`config.mk`:
```
export PLATFORM = sky130hd
export DESIGN_NAME = mrt_timer_unit
export DESIGN_NICKNAME = d
export VERILOG_FILES = /design/src/rtl/mrt_pkg.sv /design/src/rtl/mrt_prescaler.sv /design/src/rtl/mrt_fixed.sv /design/src/rtl/mrt_prog.sv /design/src/rtl/mrt_timer_unit.sv
export SDC_FILE = /design/constraint.sdc
export NUM_CORES = 1
export LEC_CHECK = 0
export ABC_CLOCK_PERIOD_IN_PS = 2600
export BUFFER_PORTS_ARGS = -buffer_cell sky130_fd_sc_hd__buf_2
export CORE_MARGIN = 2
export CORE_UTILIZATION = 59
export CTS_CLUSTER_SIZE = 24
export DETAILED_ROUTE_END_ITERATION = 8
export GPL_ROUTABILITY_DRIVEN = 0
export GPL_TIMING_DRIVEN = 0
export PLACE_DENSITY = 0.78
export RECOVER_POWER = 50
export SYNTH_ARGS = -nofsm -noshare
export SYNTH_HDL_FRONTEND = slang
export SYNTH_HIERARCHICAL = 1
export SYNTH_SLANG_ARGS = --single-unit
```
`constraint.sdc`:
```
create_clock -name clk -period 2.6 [get_ports clk]
set_input_delay 0.52 -clock clk [delete_from_list [all_inputs] [get_ports clk]]
set_output_delay 0.52 -clock clk [all_outputs]
set_load 0.005 [all_outputs]
```
`src/rtl/mrt_pkg.sv`:
```
package mrt_pkg;

    typedef enum logic [1:0] {
        PG_BASE = 2'd0,
        PG_MID  = 2'd1,
        PG_SLOW = 2'd2,
        PG_STOP = 2'd3
    } pg_clk_e;

    typedef struct packed {
        logic base;
        logic mid;
        logic slow;
    } tick_s;

    // Length of a fixed-timer period in base ticks.
    function automatic int unsigned fx_period(input logic [1:0] code,
                                              input bit long_menu,
                                              input int unsigned dec);
        case (code)
            2'd0:    return 1;
            2'd1:    return dec;
            2'd2:    return dec * dec;
            default: return long_menu ? 10 * dec * dec : 5 * dec * dec;
        endcase
    endfunction

endpackage

```
`src/rtl/mrt_prescaler.sv`:
```
module mrt_prescaler
    import mrt_pkg::*;
#(
    parameter int unsigned BASE_DIV = 45,
    parameter int unsigned DECADE   = 10
) (
    input  logic  clk,
    input  logic  rst,
    output tick_s ticks
);
    localparam int unsigned BW = $clog2(BASE_DIV + 1);
    localparam int unsigned DW = $clog2(DECADE + 1);

    logic [BW-1:0] base_cnt;
    logic [DW-1:0] mid_cnt;
    logic [DW-1:0] slow_cnt;

    always_comb begin
        ticks.base = (base_cnt == BW'(BASE_DIV - 1));
        ticks.mid  = ticks.base && (mid_cnt == DW'(DECADE - 1));
        ticks.slow = ticks.mid && (slow_cnt == DW'(DECADE - 1));
    end

    always_ff @(posedge clk) begin
        if (rst) begin
            base_cnt <= '0;
            mid_cnt  <= '0;
            slow_cnt <= '0;
        end else begin
            base_cnt <= ticks.base ? '0 : base_cnt + 1'b1;
            if (ticks.base)
                mid_cnt <= ticks.mid ? '0 : mid_cnt + 1'b1;
            if (ticks.mid)
                slow_cnt <= ticks.slow ? '0 : slow_cnt + 1'b1;
        end
    end
endmodule

```
`src/rtl/mrt_fixed.sv`:
```
module mrt_fixed
    import mrt_pkg::*;
#(
    parameter int unsigned DECADE    = 10,
    parameter bit          LONG_MENU = 1'b0
) (
    input  logic       clk,
    input  logic       rst,
    input  logic       base_tick,
    input  logic [1:0] sel,
    output logic       irq
);
    localparam int unsigned CW = $clog2(10 * DECADE * DECADE + 1);

    logic [1:0]    sel_q;
    logic [CW-1:0] cnt;
    logic [CW-1:0] last;

    always_comb last = CW'(fx_period(sel, LONG_MENU, DECADE) - 1);

    always_ff @(posedge clk) begin
        if (rst) begin
            sel_q <= '0;
            cnt   <= '0;
            irq   <= 1'b0;
        end else begin
            irq   <= 1'b0;
            sel_q <= sel;
            if (sel != sel_q) begin
                cnt <= '0;
            end else if (base_tick) begin
                if (cnt == last) begin
                    cnt <= '0;
                    irq <= 1'b1;
                end else begin
                    cnt <= cnt + 1'b1;
                end
            end
        end
    end
endmodule

```
`src/rtl/mrt_prog.sv`:
```
module mrt_prog
    import mrt_pkg::*;
#(
    parameter int unsigned PW = 8
) (
    input  logic          clk,
    input  logic          rst,
    input  tick_s         ticks,
    input  logic [1:0]    sel,
    input  logic [PW-1:0] reload,
    output logic          irq
);
    logic [1:0]    sel_q;
    logic [PW-1:0] rel_q;
    logic [PW-1:0] cnt;
    logic          tk;

    always_comb begin
        case (pg_clk_e'(sel))
            PG_BASE: tk = ticks.base;
            PG_MID:  tk = ticks.mid;
            PG_SLOW: tk = ticks.slow;
            default: tk = 1'b0;
        endcase
    end

    always_ff @(posedge clk) begin
        if (rst) begin
            sel_q <= '0;
            rel_q <= '0;
            cnt   <= '0;
            irq   <= 1'b0;
        end else begin
            irq   <= 1'b0;
            sel_q <= sel;
            rel_q <= reload;
            if (sel != sel_q || reload != rel_q) begin
                cnt <= reload;
            end else if (tk) begin
                if (cnt == '0) begin
                    cnt <= reload;
                    irq <= 1'b1;
                end else begin
                    cnt <= cnt - 1'b1;
                end
            end
        end
    end
endmodule

```
`src/rtl/mrt_timer_unit.sv`:
```
module mrt_timer_unit
    import mrt_pkg::*;
#(
    parameter int unsigned BASE_DIV = 45,
    parameter int unsigned DECADE   = 10,
    parameter int unsigned FF_MS    = 125,
    parameter int unsigned PW       = 8
) (
    input  logic          clk,
    input  logic          rst,
    input  logic [1:0]    fx0_sel,
    input  logic [1:0]    fx1_sel,
    input  logic [1:0]    pg2_sel,
    input  logic [PW-1:0] pg2_reload,
    input  logic [1:0]    pg3_sel,
    input  logic [PW-1:0] pg3_reload,
    input  logic          tff_clr,
    output logic [3:0]    irq,
    output logic          tff_flag,
    output logic          tff_evt
);
    localparam int unsigned NFX = 2;
    localparam int unsigned NPG = 2;
    localparam int unsigned MW  = $clog2(FF_MS + 1);

    tick_s         ticks;
    logic [1:0]    fx_sel_a [NFX];
    logic [1:0]    pg_sel_a [NPG];
    logic [PW-1:0] pg_rel_a [NPG];
    logic [MW-1:0] ms_cnt;
    logic          ff_wrap;

    assign fx_sel_a[0] = fx0_sel;
    assign fx_sel_a[1] = fx1_sel;
    assign pg_sel_a[0] = pg2_sel;
    assign pg_sel_a[1] = pg3_sel;
    assign pg_rel_a[0] = pg2_reload;
    assign pg_rel_a[1] = pg3_reload;

    mrt_prescaler #(.BASE_DIV(BASE_DIV), .DECADE(DECADE)) u_pre (
        .clk(clk), .rst(rst), .ticks(ticks)
    );

    for (genvar i = 0; i < NFX; i++) begin : g_fx
        mrt_fixed #(.DECADE(DECADE), .LONG_MENU(i == 1)) u_fx (
            .clk(clk), .rst(rst), .base_tick(ticks.base),
            .sel(fx_sel_a[i]), .irq(irq[i])
        );
    end

    for (genvar j = 0; j < NPG; j++) begin : g_pg
        mrt_prog #(.PW(PW)) u_pg (
            .clk(clk), .rst(rst), .ticks(ticks),
            .sel(pg_sel_a[j]), .reload(pg_rel_a[j]), .irq(irq[NFX + j])
        );
    end

    assign ff_wrap = ticks.slow && (ms_cnt == MW'(FF_MS - 1));

    always_ff @(posedge clk) begin
        if (rst) begin
            ms_cnt   <= '0;
            tff_evt  <= 1'b0;
            tff_flag <= 1'b0;
        end else begin
            tff_evt  <= ff_wrap;
            if (ticks.slow)
                ms_cnt <= ff_wrap ? '0 : ms_cnt + 1'b1;
            tff_flag <= ff_wrap | (tff_flag & ~tff_clr);
        end
    end
endmodule

```
# Word-level counts from Yosys, hierarchy flattened
# Index checks and enable logic that the tools add are counted.
# word_totals
ff_bits,87
output_inout_bits,6
# classes
add_sub_neg,10
n_eq_ne,20
mux,19
n_bitwise,6
n_reduce_logical,20
# op_table
op,count
2-to-1 mux 8 bit,6
one-hot mux 10 bit (3 select lines),1
one-hot mux 9 bit (3 select lines),1
"adder 10 x 1 -> 10 bit, second input constant",2
== test 10 bit,2
2-to-1 mux 10 bit,2
zero test 8 bit,2
!= test 8 bit,2
"subtractor 8 x 1 -> 8 bit, second input constant",2
OR reduction 3 bit,4
"subtractor 10 x 1 -> 10 bit, second input constant",1
"subtractor 9 x 1 -> 10 bit, second input constant",1
"adder 4 x 1 -> 4 bit, second input constant",2
"== test 2 x 1 -> 1 bit, second input constant",4
"== test 2 bit, second input constant",4
"== test 4 bit, second input constant",2
zero test 2 bit,4
2-to-1 mux 4 bit,2
!= test 2 bit,4
"adder 7 x 1 -> 7 bit, second input constant",1
"== test 7 bit, second input constant",1
2-to-1 mux 7 bit,1
"adder 6 x 1 -> 6 bit, second input constant",1
"== test 6 bit, second input constant",1
other kinds (9),22

# Logic depth before layout (Yosys ltp)
# Gate-level depths: netlist of the first run.
# depth
ltp_word,6
mapped_depth,10
depth_no_buf,9

# By module
# The synthesis of the first run kept the hierarchy.
# modules_own_cells
mod,instances,cells_each,area_per_inst_um2,seq_area_each_um2
mrt_prog,2,110,1051.0,380.4
mrt_prescaler,1,81,762.0,280.3
mrt_fixed at g_fx[0].u_fx,1,80,752.0,260.2
mrt_fixed at g_fx[1].u_fx,1,73,690.7,260.2
mrt_timer_unit,1,46,410.4,180.2

# Least setup slack after synthesis of the first run
# Ideal clock, no wire load.
# synth_timing
path_kind,register to register
from,register u_pre.base_cnt[0]
to,register g_fx[1].u_fx.cnt[0]
t_arrival_ns,2.234
required_time_ns,2.465
path_slack_ns,0.231
path_stages_with_launch,10
path_buffers,1
period_less_slack_ns,2.369
path_cell_list,dfxtp_1 -> inv_1 -> ha_1 -> nand4_4 -> nor2_1 -> buf_2 -> nor2b_1 -> o221ai_1 -> o41ai_4 -> nor2_1
# synth_lines
item,line,text
start: declaration,mrt_prescaler.sv:14,logic [BW-1:0] base_cnt;
start signal: assignment,mrt_prescaler.sv:30,base_cnt <= ticks.base ? '0 : base_cnt + 1'b1;
end signal: assignment,mrt_fixed.sv:36,cnt <= cnt + 1'b1;
end: declaration,mrt_fixed.sv:16,logic [CW-1:0] cnt;

==> metrics, run 1 <==
post-synth top area share between 30% and 40%; DR WL/cell 14.1 um; Max-Cap Viols 0; die area 8730 sq um; Primary FF master, synth dfxtp_1; Setup WS post-layout 0.232 ns; sequential power share 52.0%; unrepaired setup endpoints after global routing no; Mapped Cells 500; CTS Root Cell clkbuf_8; status finished clean; Pwr Total roughly 2.7 mW; io pins 33; Initial Util 61.0%; Syn-to-layout area delta 11.0%; Place WS -0.256 ns; GR Util All Layers 21.8%; worst min path class in2reg; fin crit share 91.1%; synth top area cells dfxtp_1, xor2_1, nor2b_1; share of total power in combinational logic 10.2%; Worst VDD drop between 200 and 300 uV; ratio of cells with drive above 1 in the final layout ~15%; worst-case clock skew 0.0194 ns; # clock sinks 87; routed wire length 9180 um; total core area 7730 sq um; Critical Path RT 2.84 ns; Final Hold Vio Count 0; Max FO, Critical Path 10; Leak 1.96 nW; Placed Instances 630; Slew Limit Fails 0; largest net degree at the start of global routing 20; Yosys cell types 65; Sw Share about a quarter; crit end category flip-flop; Die W 93.4 um; simple-gate share of the synthesized area 27.2%; Worst-Margin Slew 0.851 ns; IO Port Bufs 28; CTS tree done; Synth async-reset ratio 0%; Non-Filler Instances 650; clock-pin slew on the worst setup and hold paths 0.09 ns; Seq/Total Area, Yosys 36.9%; number of H-tree levels 3; Slew headroom 43.2%; vias per cell 5.71; vias in the first global route roughly 3,500; post-synthesis mux area share approximately 3.6%; nets@finish 585; Setup Viol. Count Final 0; first-pass GRT wire length 15,500 um; post-cts hold buffer count 0; clock network power share 37.8%; Synth area leader dfxtp_1; Power Internal a little over 2 mW; min Tclk post-route between 2 and 2.5 ns; CTS Buf Count 9; # rows 32; Die Height 93.4 um; WS Path Type reg2reg; Final HPWL DP 6600 um; GRT overflow 0; drt pass-1 iters 5; type of origin of the critical path flip-flop; final antenna-violating net count 0; worst skew pair latency 0.36 ns; DR DRC count 0; Max Buffers Root-to-Sink 2; main combinational cell family by area after synthesis simple AND/OR/NAND/NOR gates; Synth Area in Compound Gates 13.7%; CP arrival 2.61 ns; Synth Area in Adders 3.98%; initial antenna violation count 0; Max Clk Rate 0.422 GHz; Post-synth top cells dfxtp_1, xor2_1, nor2_1; synthesized area 4720 sq um; xor and xnor area share after synthesis 9.66%; initial detailed-routing violation count ~140; synthesis warning total 6; synthesized area per cell between 9 and 10 sq um; Sw Pwr 0.659 mW; Ant. Diodes 0; number of flops mapped to enable cells by yosys 0; Post-Syn Nets approximately 540; count leader, synth dfxtp_1; Vias 3,710; synthesized flop and latch total between 80 and 90; P per Cell Area about 500 nW/um^2; final hold slack about 0.42 ns
## per-layer routing
layer | GRT usage, % | up-vias | routed length (um) | part of all wire, %
li1 | - | 1894 | - | -
met1 | 27.8 | 1734 | 4250 | 46
met2 | 36.9 | 71 | 4510 | 49
met3 | 4.83 | 11 | 312 | 3.4
met4 | 6.62 | 0 | 110 | 1.2
met5 | 0 | - | 0 | 0
## stage by stage
stage,utilization [%],area (sq um),TNS (ns)
after floorplan,-,4720,0
after global placement,64.5,4980,-1.94
after detailed placement,64.5,4980,-2.48
after CTS,67.3,5200,0
after global routing,67.7,5240,0
final,67.7,5240,0
## power by group through the flow
stage               registers, mW  logic (mW)  clock network [mW]
finish                       1.40       0.275                1.01
global route                 1.40       0.307                1.11
detailed placement           1.43       0.270                   0
floorplan                    1.42       0.199                   0
CTS                          1.40       0.272                1.05
global placement             1.43       0.261                   0
## final timing paths
check                                                        end                         start  cells past startpoint  slack [ns]
worst min register to register               tff_flag$_SDFF_PP0_           tff_flag$_SDFF_PP0_                      2        0.48
worst min-delay path            g_pg[1].u_pg/rel_q[4]$_SDFF_PP0_                 pg3_reload[4]                      2        0.42
worst max-delay path            g_fx[1].u_fx/cnt[1]$_SDFFE_PP0P_  u_pre/base_cnt[0]$_SDFF_PP0_                     10        0.23
worst max register to register  g_fx[1].u_fx/cnt[1]$_SDFFE_PP0P_  u_pre/base_cnt[0]$_SDFF_PP0_                     10        0.23
## critical path, stage by stage, from the launching register on
cell and delay [ns]:
dfxtp_1 0.34, inv_1 0.06, ha_1 0.20, nand4_4 0.20
nor2_4 0.27, buf_2 0.23, nor2b_1 0.14, o221ai_1 0.19
o41ai_4 0.40, buf_4 0.19, nor2_1 0.05
## final cells by class
type	instances	area, sq um
Inverter	24	90.1
Multi-Input combinational cell	369	2750
Sequential cell	87	1740
Clock buffer	11	131
Fill cell	618	2490
Tap cell	102	128
Buffer	20	140
Clock inverter	5	82.6
Timing Repair Buffer	32	169
## repair_timing
action,4_1_cts,5_1_grt
gates resized for setup,1,1
endpoints found under the hold margin,0,0
endpoints found under the setup margin,19,19
cloned,0,0
setup buffers,0,4
pin swaps,1,2
## kinds of logic after synthesis
kind of cell / Yosys count
AO/OA/AOI/OAI: 75
XOR/XNOR: 52
adder cells (fa/ha/maj): 15
buffers and inverters: 44
flip-flops: 87
multiplexers: 17
AND/OR/NAND/NOR: 210
## registers in the layout, summed over array words and instances, names as in the netlist, 6 cells and up
name	cells
g_fx.u_fx/cnt	20
g_pg.u_pg/cnt	16
g_pg.u_pg/rel_q	16
ms_cnt	7
u_pre/base_cnt	6
## placed cells by master, fill, tap and decap left out, types with 3 or more instances in the layout
cell type / n
dfxtp_1: 87
xor2_1: 39
nor2_1: 36
buf_2: 32
nor2b_1: 31
nand2_1: 26
inv_1: 24
nand4_1: 19
nor3_1: 19
mux2i_1: 17
nand3_1: 15
ha_1: 15
a21oi_1: 14
xnor2_1: 13
clkbuf_1: 12
a211oi_1: 10
clkbuf_8: 9
and3_1: 9
o32ai_2: 8
o21ai_0: 7
or3_1: 6
a31oi_1: 6
nand3b_1: 5
nand2b_1: 5
buf_4: 5
nor4_4: 5
nor4_1: 5
nor3b_1: 4
and4_1: 4
o21a_1: 4
o32ai_1: 3
o31ai_1: 3
buf_6: 3
No activity file was read; power rests on OpenSTA's default activity.
==> run 2: changes to the inputs <==
--- a/config.mk
+++ b/config.mk
@@ -13,8 +13,9 @@
 export DETAILED_ROUTE_END_ITERATION = 8
 export GPL_ROUTABILITY_DRIVEN = 0
 export GPL_TIMING_DRIVEN = 0
-export PLACE_DENSITY = 0.78
+export PLACE_DENSITY = 0.75
 export RECOVER_POWER = 50
+export SETUP_SLACK_MARGIN = 0.4
 export SYNTH_ARGS = -nofsm -noshare
 export SYNTH_HDL_FRONTEND = slang
 export SYNTH_HIERARCHICAL = 1
==> metrics, run 2 (same netlist as run 1, synthesis figures left out) <==
max reg flops 20 (unchanged); fin crit share 84.1% (was 91.1%); ratio of cells with drive above 1 in the final layout 18.2% (was 15.1%); reg2reg end g_fx[1].u_fx/cnt[3]$_SDFFE_PP0P_ (was g_fx[1].u_fx/cnt[1]$_SDFFE_PP0P_); HP Start pg3_reload[7] (was pg3_reload[4]); commonest non-fill, non-tap cell in the layout dfxtp_1 (unchanged); vias in the first global route 3,629 (was 3,482); IO Port Bufs 28 (unchanged); Die Height 93.4 um (unchanged); CTS tree done (unchanged); number of H-tree levels 3 (unchanged); Worst-Margin Slew 0.803 ns (was 0.851 ns); drt pass-1 iters 4 (was 5); crit end category flip-flop (unchanged); WS Path Type reg2reg (unchanged); GRT overflow 0 (unchanged); min Tclk post-route 2.19 ns (was 2.37 ns); worst-case clock skew 0.0127 ns (was 0.0194 ns); DR DRC count 0 (unchanged); final antenna-violating net count 0 (unchanged); DR WL/cell 14.4 um (was 14.1 um); Slew Limit Fails 0 (unchanged); # clock sinks 87 (unchanged); post-cts hold buffer count 0 (unchanged); Max-Cap Viols 0 (unchanged); commonest non-fill, non-tap cells in the layout dfxtp_1, xor2_1, nor2_1 (unchanged); most flop-heavy register g_fx.u_fx/cnt (unchanged); Max FO, Critical Path 9 (was 10); # rows 32 (unchanged); Leak 2.02 nW (was 1.96 nW); routed wire length 9530 um (was 9180 um); Critical Path RT 2.85 ns (was 2.84 ns); Final Hold Vio Count 0 (unchanged); Place WS 0.0718 ns (was -0.256 ns); worst hold stages 2 (unchanged); biggest regs g_fx.u_fx/cnt: 20 flops, g_pg.u_pg/cnt: 16 flops, g_pg.u_pg/rel_q: 16 flops (unchanged); Setup Viol. Count Final 0 (unchanged); Slew headroom 46.4% (was 43.2%); Vias 3,721 (was 3,710); clock-pin slew on the worst setup and hold paths 0.09 ns (about the same); R2R cell count 10 (unchanged); setup_tns 0 ns (unchanged); Max Clk Rate 0.457 GHz (was 0.422 GHz); Ant. Diodes 0 (unchanged); worst skew pair latency 0.36 ns (about the same); initial detailed-routing violation count 78 (was 139); CTS Buf Count 9 (unchanged); io pins 33 (unchanged); Max Buffers Root-to-Sink 2 (unchanged); total core area 7730 sq um (unchanged); unrepaired setup endpoints after global routing no (unchanged); die area 8730 sq um (unchanged); P per Cell Area 506 nW/um^2 (was 513 nW/um^2); Initial Util 61.0% (unchanged); status finished clean (unchanged); Setup WS post-layout 0.412 ns (was 0.232 ns); Final HPWL DP 6610 um (was 6600 um); Syn-to-layout area delta 14.5% (was 11.0%); hold endpoint g_pg[1].u_pg/rel_q[7]$_SDFF_PP0_ (was g_pg[1].u_pg/rel_q[4]$_SDFF_PP0_); Crit. Startpoint u_pre/base_cnt[1]$_SDFF_PP0_ (was u_pre/base_cnt[0]$_SDFF_PP0_); DP Area 4990 sq um (was 4980 sq um); type of origin of the critical path flip-flop (unchanged); nets@finish 596 (was 585); vias per cell 5.63 (was 5.71); CP arrival 2.44 ns (was 2.61 ns); Die W 93.4 um (unchanged); CTS Root Cell clkbuf_8 (unchanged); Worst VDD drop 315 uV (was 296 uV); final instance area 5400 sq um (was 5240 sq um); worst min path class in2reg (unchanged); Worst R2R Setup Slack 0.41 ns (was 0.23 ns); GR Util All Layers 23.2% (was 21.8%); largest net degree at the start of global routing 20 (unchanged); first-pass GRT wire length 16,300 um (was 15,500 um); initial antenna violation count 0 (unchanged); RR Startpoint u_pre/base_cnt[1]$_SDFF_PP0_ (was u_pre/base_cnt[0]$_SDFF_PP0_)
==> run 2: cell count changes in the layout (fill, tap and decap cells not counted), sizes merged <==
cell | before | now
buf | 42 | 47
clkinv | 3 | 1
clkbuf | 21 | 29
==> run 2: power by group <==
group | switching, mW | internal, mW
Sequential | 0.0271 | 1.37
Clock | 0.459 | 0.594
Combinational | 0.165 | 0.116
==> run 2: worst max path at each step <==
stage,endpoint,depth (start not counted)
after global placement,g_fx[1].u_fx/cnt[6]$_SDFFE_PP0P_,9
after floorplan,g_fx[0].u_fx/cnt[0]$_SDFFE_PP0P_,7
after global routing,g_fx[1].u_fx/cnt[3]$_SDFFE_PP0P_,10
final,g_fx[1].u_fx/cnt[3]$_SDFFE_PP0P_,10
after CTS,g_pg[1].u_pg/cnt[5]$_SDFFE_PP0P_,10
after detailed placement,g_fx[1].u_fx/cnt[3]$_SDFFE_PP0P_,9
==> run 2: through the flow <==
| stage | util, % | hold WS (ns) | cells | total power, mW |
|---|---|---|---|---|
| 2_1_floorplan | - | 0.457 | 500 | 1.62 |
| 3_3_place_gp | 64.5 | 0.460 | 630 | 1.69 |
| 3_5_place_dp | 64.5 | 0.482 | 630 | 1.70 |
| 4_1_cts | 68.4 | 0.404 | 652 | 2.75 |
| 5_1_grt | 69.9 | 0.413 | 661 | 2.86 |
| 6_report | 69.9 | 0.414 | 661 | 2.73 |
==> run 2: timing repair <==
action                                  in CTS  in global routing
gates resized for setup                      8                 17
pin swaps                                    3                  4
setup buffers                                6                  9
endpoints found under the setup margin      37                 41
gates cloned                                 0                  0
==> run 2: metal layers <==
layer	vias up	global-route usage [%]	part of all wire, %
met2	67	40.1	49
met5	-	0	0
li1	1906	-	-
met4	0	7.60	0.96
met3	7	3.95	3.1
met1	1741	29.2	47
==> run 2: worst max-delay path, stage by stage, from the launching register on <==
cell      delay, ns
dfxtp_2        0.34
inv_2          0.06
ha_4           0.14
nand4_4        0.16
nor2_4         0.17
clkbuf_1       0.27
nor2b_1        0.20
o221ai_2       0.14
o41ai_4        0.37
buf_6          0.18
nor2_1         0.05
==> run 2: layout make-up <==
| cell class | instances | area (sq um) |
|---|---|---|
| plain buffers | 20 | 143 |
| clock buffers | 13 | 159 |
| clock inverters | 3 | 65.1 |
| fillers | 618 | 2330 |
| inverters | 24 | 90.1 |
| multi-input cells | 369 | 2810 |
| flip-flops and latches | 87 | 1750 |
| well taps | 102 | 128 |
| repair buffers | 43 | 253 |
==> run 3: changes to the inputs <==
--- a/config.mk
+++ b/config.mk
@@ -5,15 +5,16 @@
 export SDC_FILE = /design/constraint.sdc
 export NUM_CORES = 1
 export LEC_CHECK = 0
-export ABC_CLOCK_PERIOD_IN_PS = 2600
+export ABC_AREA = 1
+export ABC_CLOCK_PERIOD_IN_PS = 1800
 export BUFFER_PORTS_ARGS = -buffer_cell sky130_fd_sc_hd__buf_2
 export CORE_MARGIN = 2
-export CORE_UTILIZATION = 59
+export CORE_UTILIZATION = 55
 export CTS_CLUSTER_SIZE = 24
 export DETAILED_ROUTE_END_ITERATION = 8
 export GPL_ROUTABILITY_DRIVEN = 0
 export GPL_TIMING_DRIVEN = 0
-export PLACE_DENSITY = 0.75
+export PLACE_DENSITY = 0.73
 export RECOVER_POWER = 50
 export SETUP_SLACK_MARGIN = 0.4
 export SYNTH_ARGS = -nofsm -noshare
==> constraint.sdc (replaced) <==
create_clock -name clk -period 1.8 [get_ports clk]
set_input_delay 0.36 -clock clk [delete_from_list [all_inputs] [get_ports clk]]
set_output_delay 0.36 -clock clk [all_outputs]
set_load 0.005 [all_outputs]
==> metrics, run 3 <==
status finished clean (unchanged); CP arrival 2.09 ns (was 2.44 ns); commonest non-fill, non-tap cell in the layout nand2_1 (was dfxtp_1); Mapped Cells 815 (was 500); Setup Viol. Count Final 0 (unchanged); Power Internal 2.82 mW (was 2.08 mW); synth top area cells dfxtp_1, nand2_1, nor2_1 (was dfxtp_1, xor2_1, nor2b_1); Critical Path RT 2.10 ns (was 2.85 ns); WS Path Type reg2reg (unchanged); min Tclk post-route 1.79 ns (was 2.19 ns); count leader, synth nand2_1 (was dfxtp_1); initial detailed-routing violation count 130 (was 78); Post-synth top cells nand2_1, nor2_1, inv_1 (was dfxtp_1, xor2_1, nor2_1); worst min path class in2reg (unchanged); Synth async-reset ratio 0% (unchanged); largest net degree at the start of global routing 23 (was 20); total core area 9640 sq um (was 7730 sq um); GRT overflow 0 (unchanged); CTS Buf Count 9 (unchanged); share of total power in combinational logic 15.2% (was 10.3%); biggest regs g_fx.u_fx/cnt: 20 flops, g_pg.u_pg/cnt: 16 flops, g_pg.u_pg/rel_q: 16 flops (unchanged); Sw Pwr 1.11 mW (was 0.652 mW); Max FO, Critical Path 5 (was 9); die area 10,600 sq um (was 8730 sq um); type of origin of the critical path flip-flop (unchanged); Worst VDD drop 355 uV (was 315 uV); Max Buffers Root-to-Sink 2 (unchanged); Non-Filler Instances 1,022 (was 661); clock network power share 33.2% (was 38.5%); first-pass GRT wire length 19,600 um (was 16,300 um); nets@finish 926 (was 596); drt pass-1 iters 5 (was 4); Sw Share 28.2% (was 23.9%); unrepaired setup endpoints after global routing yes (was no); Syn-to-layout area delta 22.7% (was 14.5%); number of H-tree levels 3 (unchanged); P per Cell Area 596 nW/um^2 (was 506 nW/um^2); synthesized area per cell 6.59 sq um (was 9.43 sq um); crit end category flip-flop (unchanged); max reg flops 20 (unchanged); Final Hold Vio Count 0 (unchanged); initial antenna violation count 0 (unchanged); synthesis warning total 6 (unchanged); IO Port Bufs 29 (was 28); Primary FF master, synth dfxtp_1 (unchanged); Vias 5,041 (was 3,721); # clock sinks 87 (unchanged); CTS Root Cell clkbuf_8 (unchanged); io pins 33 (unchanged); DR WL/cell 11.7 um (was 14.4 um); Post-Syn Nets 857 (was 542); Slew headroom 58.1% (was 46.4%); Die Height 103 um (was 93.4 um); DR DRC count 0 (unchanged); number of flops mapped to enable cells by yosys 0 (unchanged); vias in the first global route 4,712 (was 3,629); most flop-heavy register g_fx.u_fx/cnt (unchanged); Initial Util 55.7% (was 61.0%); Max-Cap Viols 0 (unchanged); CTS tree done (unchanged); commonest non-fill, non-tap cells in the layout nand2_1, nor2_1, inv_1 (was dfxtp_1, xor2_1, nor2_1); ratio of cells with drive above 1 in the final layout 27.8% (was 18.2%); Final HPWL DP 8340 um (was 6610 um); vias per cell 4.93 (was 5.63); Leak 3.11 nW (was 2.02 nW); clock-pin slew on the worst setup and hold paths 0.08 ns (was 0.09 ns); fill count 833 (was 618); synthesized flop and latch total 87 (unchanged); routed wire length 12,000 um (was 9530 um); Slew Limit Fails 0 (unchanged); worst skew pair latency 0.36 ns (about the same); Max Clk Rate 0.558 GHz (was 0.457 GHz); Seq/Total Area, Yosys 32.4% (was 36.9%); Die W 103 um (was 93.4 um); Yosys cell types 37 (was 65); post-synth top area share 32.4% (was 36.9%); # rows 36 (was 32); worst-case clock skew 0.00656 ns (was 0.0127 ns); GR Util All Layers 23.1% (was 23.2%); Placed Instances 977 (was 630); final hold slack 0.249 ns (was 0.414 ns); sequential power share 51.6% (was 51.2%); Worst-Margin Slew 0.628 ns (was 0.803 ns); final antenna-violating net count 0 (unchanged); synthesized area 5370 sq um (was 4720 sq um); Synth area leader dfxtp_1 (unchanged); fin crit share 99.5% (was 84.1%); Ant. Diodes 0 (unchanged)
run 3: cell count changes in the layout (fill, tap and decap cells not counted), sizes merged, moves of 20 or more:
cell	before	now
nand2	26	247
o21ai	7	42
nor2	37	156
inv	24	126
nor2b	31	2
xor2	39	19
nand3	15	62
run 3: repair_timing:
item                       4_1_cts  5_1_grt
pin swaps                       39       16
gates resized for setup         67       39
setup endpoints to repair       49       63
hold buffers                     0        0
setup buffers                   20        8
gates cloned                     1        0
run 3: cell families (layout without fill, tap and decap cells):
logic type	count (synthesis)	count (layout)	share of synthesized area (%)
simple gates	483	483	42.0
buf+inv	140	214	11.0
xor+xnor	26	26	4.24
mux	1	1	0.186
flops	87	87	32.4
fa+ha+maj	15	15	3.50
compound gates	63	63	6.62
run 3: per-stage QoR:
step	util, %	setup TNS [ns]	cell area, sq um	power, mW	setup WS [ns]
6_report	68.3	0	6590	3.93	0.00885
4_1_cts	66.2	0	6380	3.97	0.0191
2_1_floorplan	-	0	5440	2.47	0.158
5_1_grt	68.3	-2.64	6590	4.15	-0.126
3_3_place_gp	59.6	-1.57	5750	2.60	-0.103
3_5_place_dp	59.6	-2.23	5750	2.62	-0.138
run 3: routing by layer:
layer | up-vias | wire [um] | GRT usage [%]
met5 | - | 0 | 0
met4 | 0 | 239 | 9.01
met3 | 20 | 346 | 4.61
met2 | 82 | 6100 | 42.9
met1 | 2307 | 5270 | 25.9
li1 | 2632 | - | -
run 3: power by group through the flow:
stage | Sequential (mW) | Combinational (mW) | Clock, mW
2_1_floorplan | 2.06 | 0.416 | 0
3_3_place_gp | 2.06 | 0.534 | 0
3_5_place_dp | 2.07 | 0.549 | 0
4_1_cts | 2.03 | 0.589 | 1.36
5_1_grt | 2.04 | 0.675 | 1.44
6_report | 2.03 | 0.596 | 1.30
run 3: path summary, 6_finish.rpt:
check                                                   from                                to  slack (ns)  cells after the start
worst max-delay path            u_pre/base_cnt[0]$_SDFF_PP0_  g_fx[1].u_fx/cnt[8]$_SDFFE_PP0P_       0.009                     13
worst min-delay path                           pg2_reload[1]  g_pg[0].u_pg/rel_q[1]$_SDFF_PP0_        0.25                      3
worst max register to register  u_pre/base_cnt[0]$_SDFF_PP0_  g_fx[1].u_fx/cnt[8]$_SDFFE_PP0P_       0.009                     13
worst min register to register        ms_cnt[5]$_SDFFE_PP0P_            ms_cnt[5]$_SDFFE_PP0P_        0.49                      2
run 3: final cells by class:
class                   count  area, sq um  share of cell area (%)
inverters                 129          538                    8.17
repair buffers             58          422                    6.40
well taps                 133          166                    2.53
multi-input cells         588         3400                    51.7
plain buffers              11          119                    1.80
clock buffers              12          165                    2.51
clock inverters             4         28.8                   0.437
flip-flops and latches     87         1740                    26.5
run 3: critical path, cell delays in order (launching register included):
cell	delay (ns)
dfxtp_2	0.33
inv_2	0.06
ha_4	0.13
nand3_4	0.08
nor2_4	0.19
buf_12	0.17
nand3_1	0.12
nor2_2	0.13
nand2_1	0.10
nor2_2	0.15
nand2_1	0.06
nand2_1	0.06
nand2_1	0.06
nor2_2	0.09
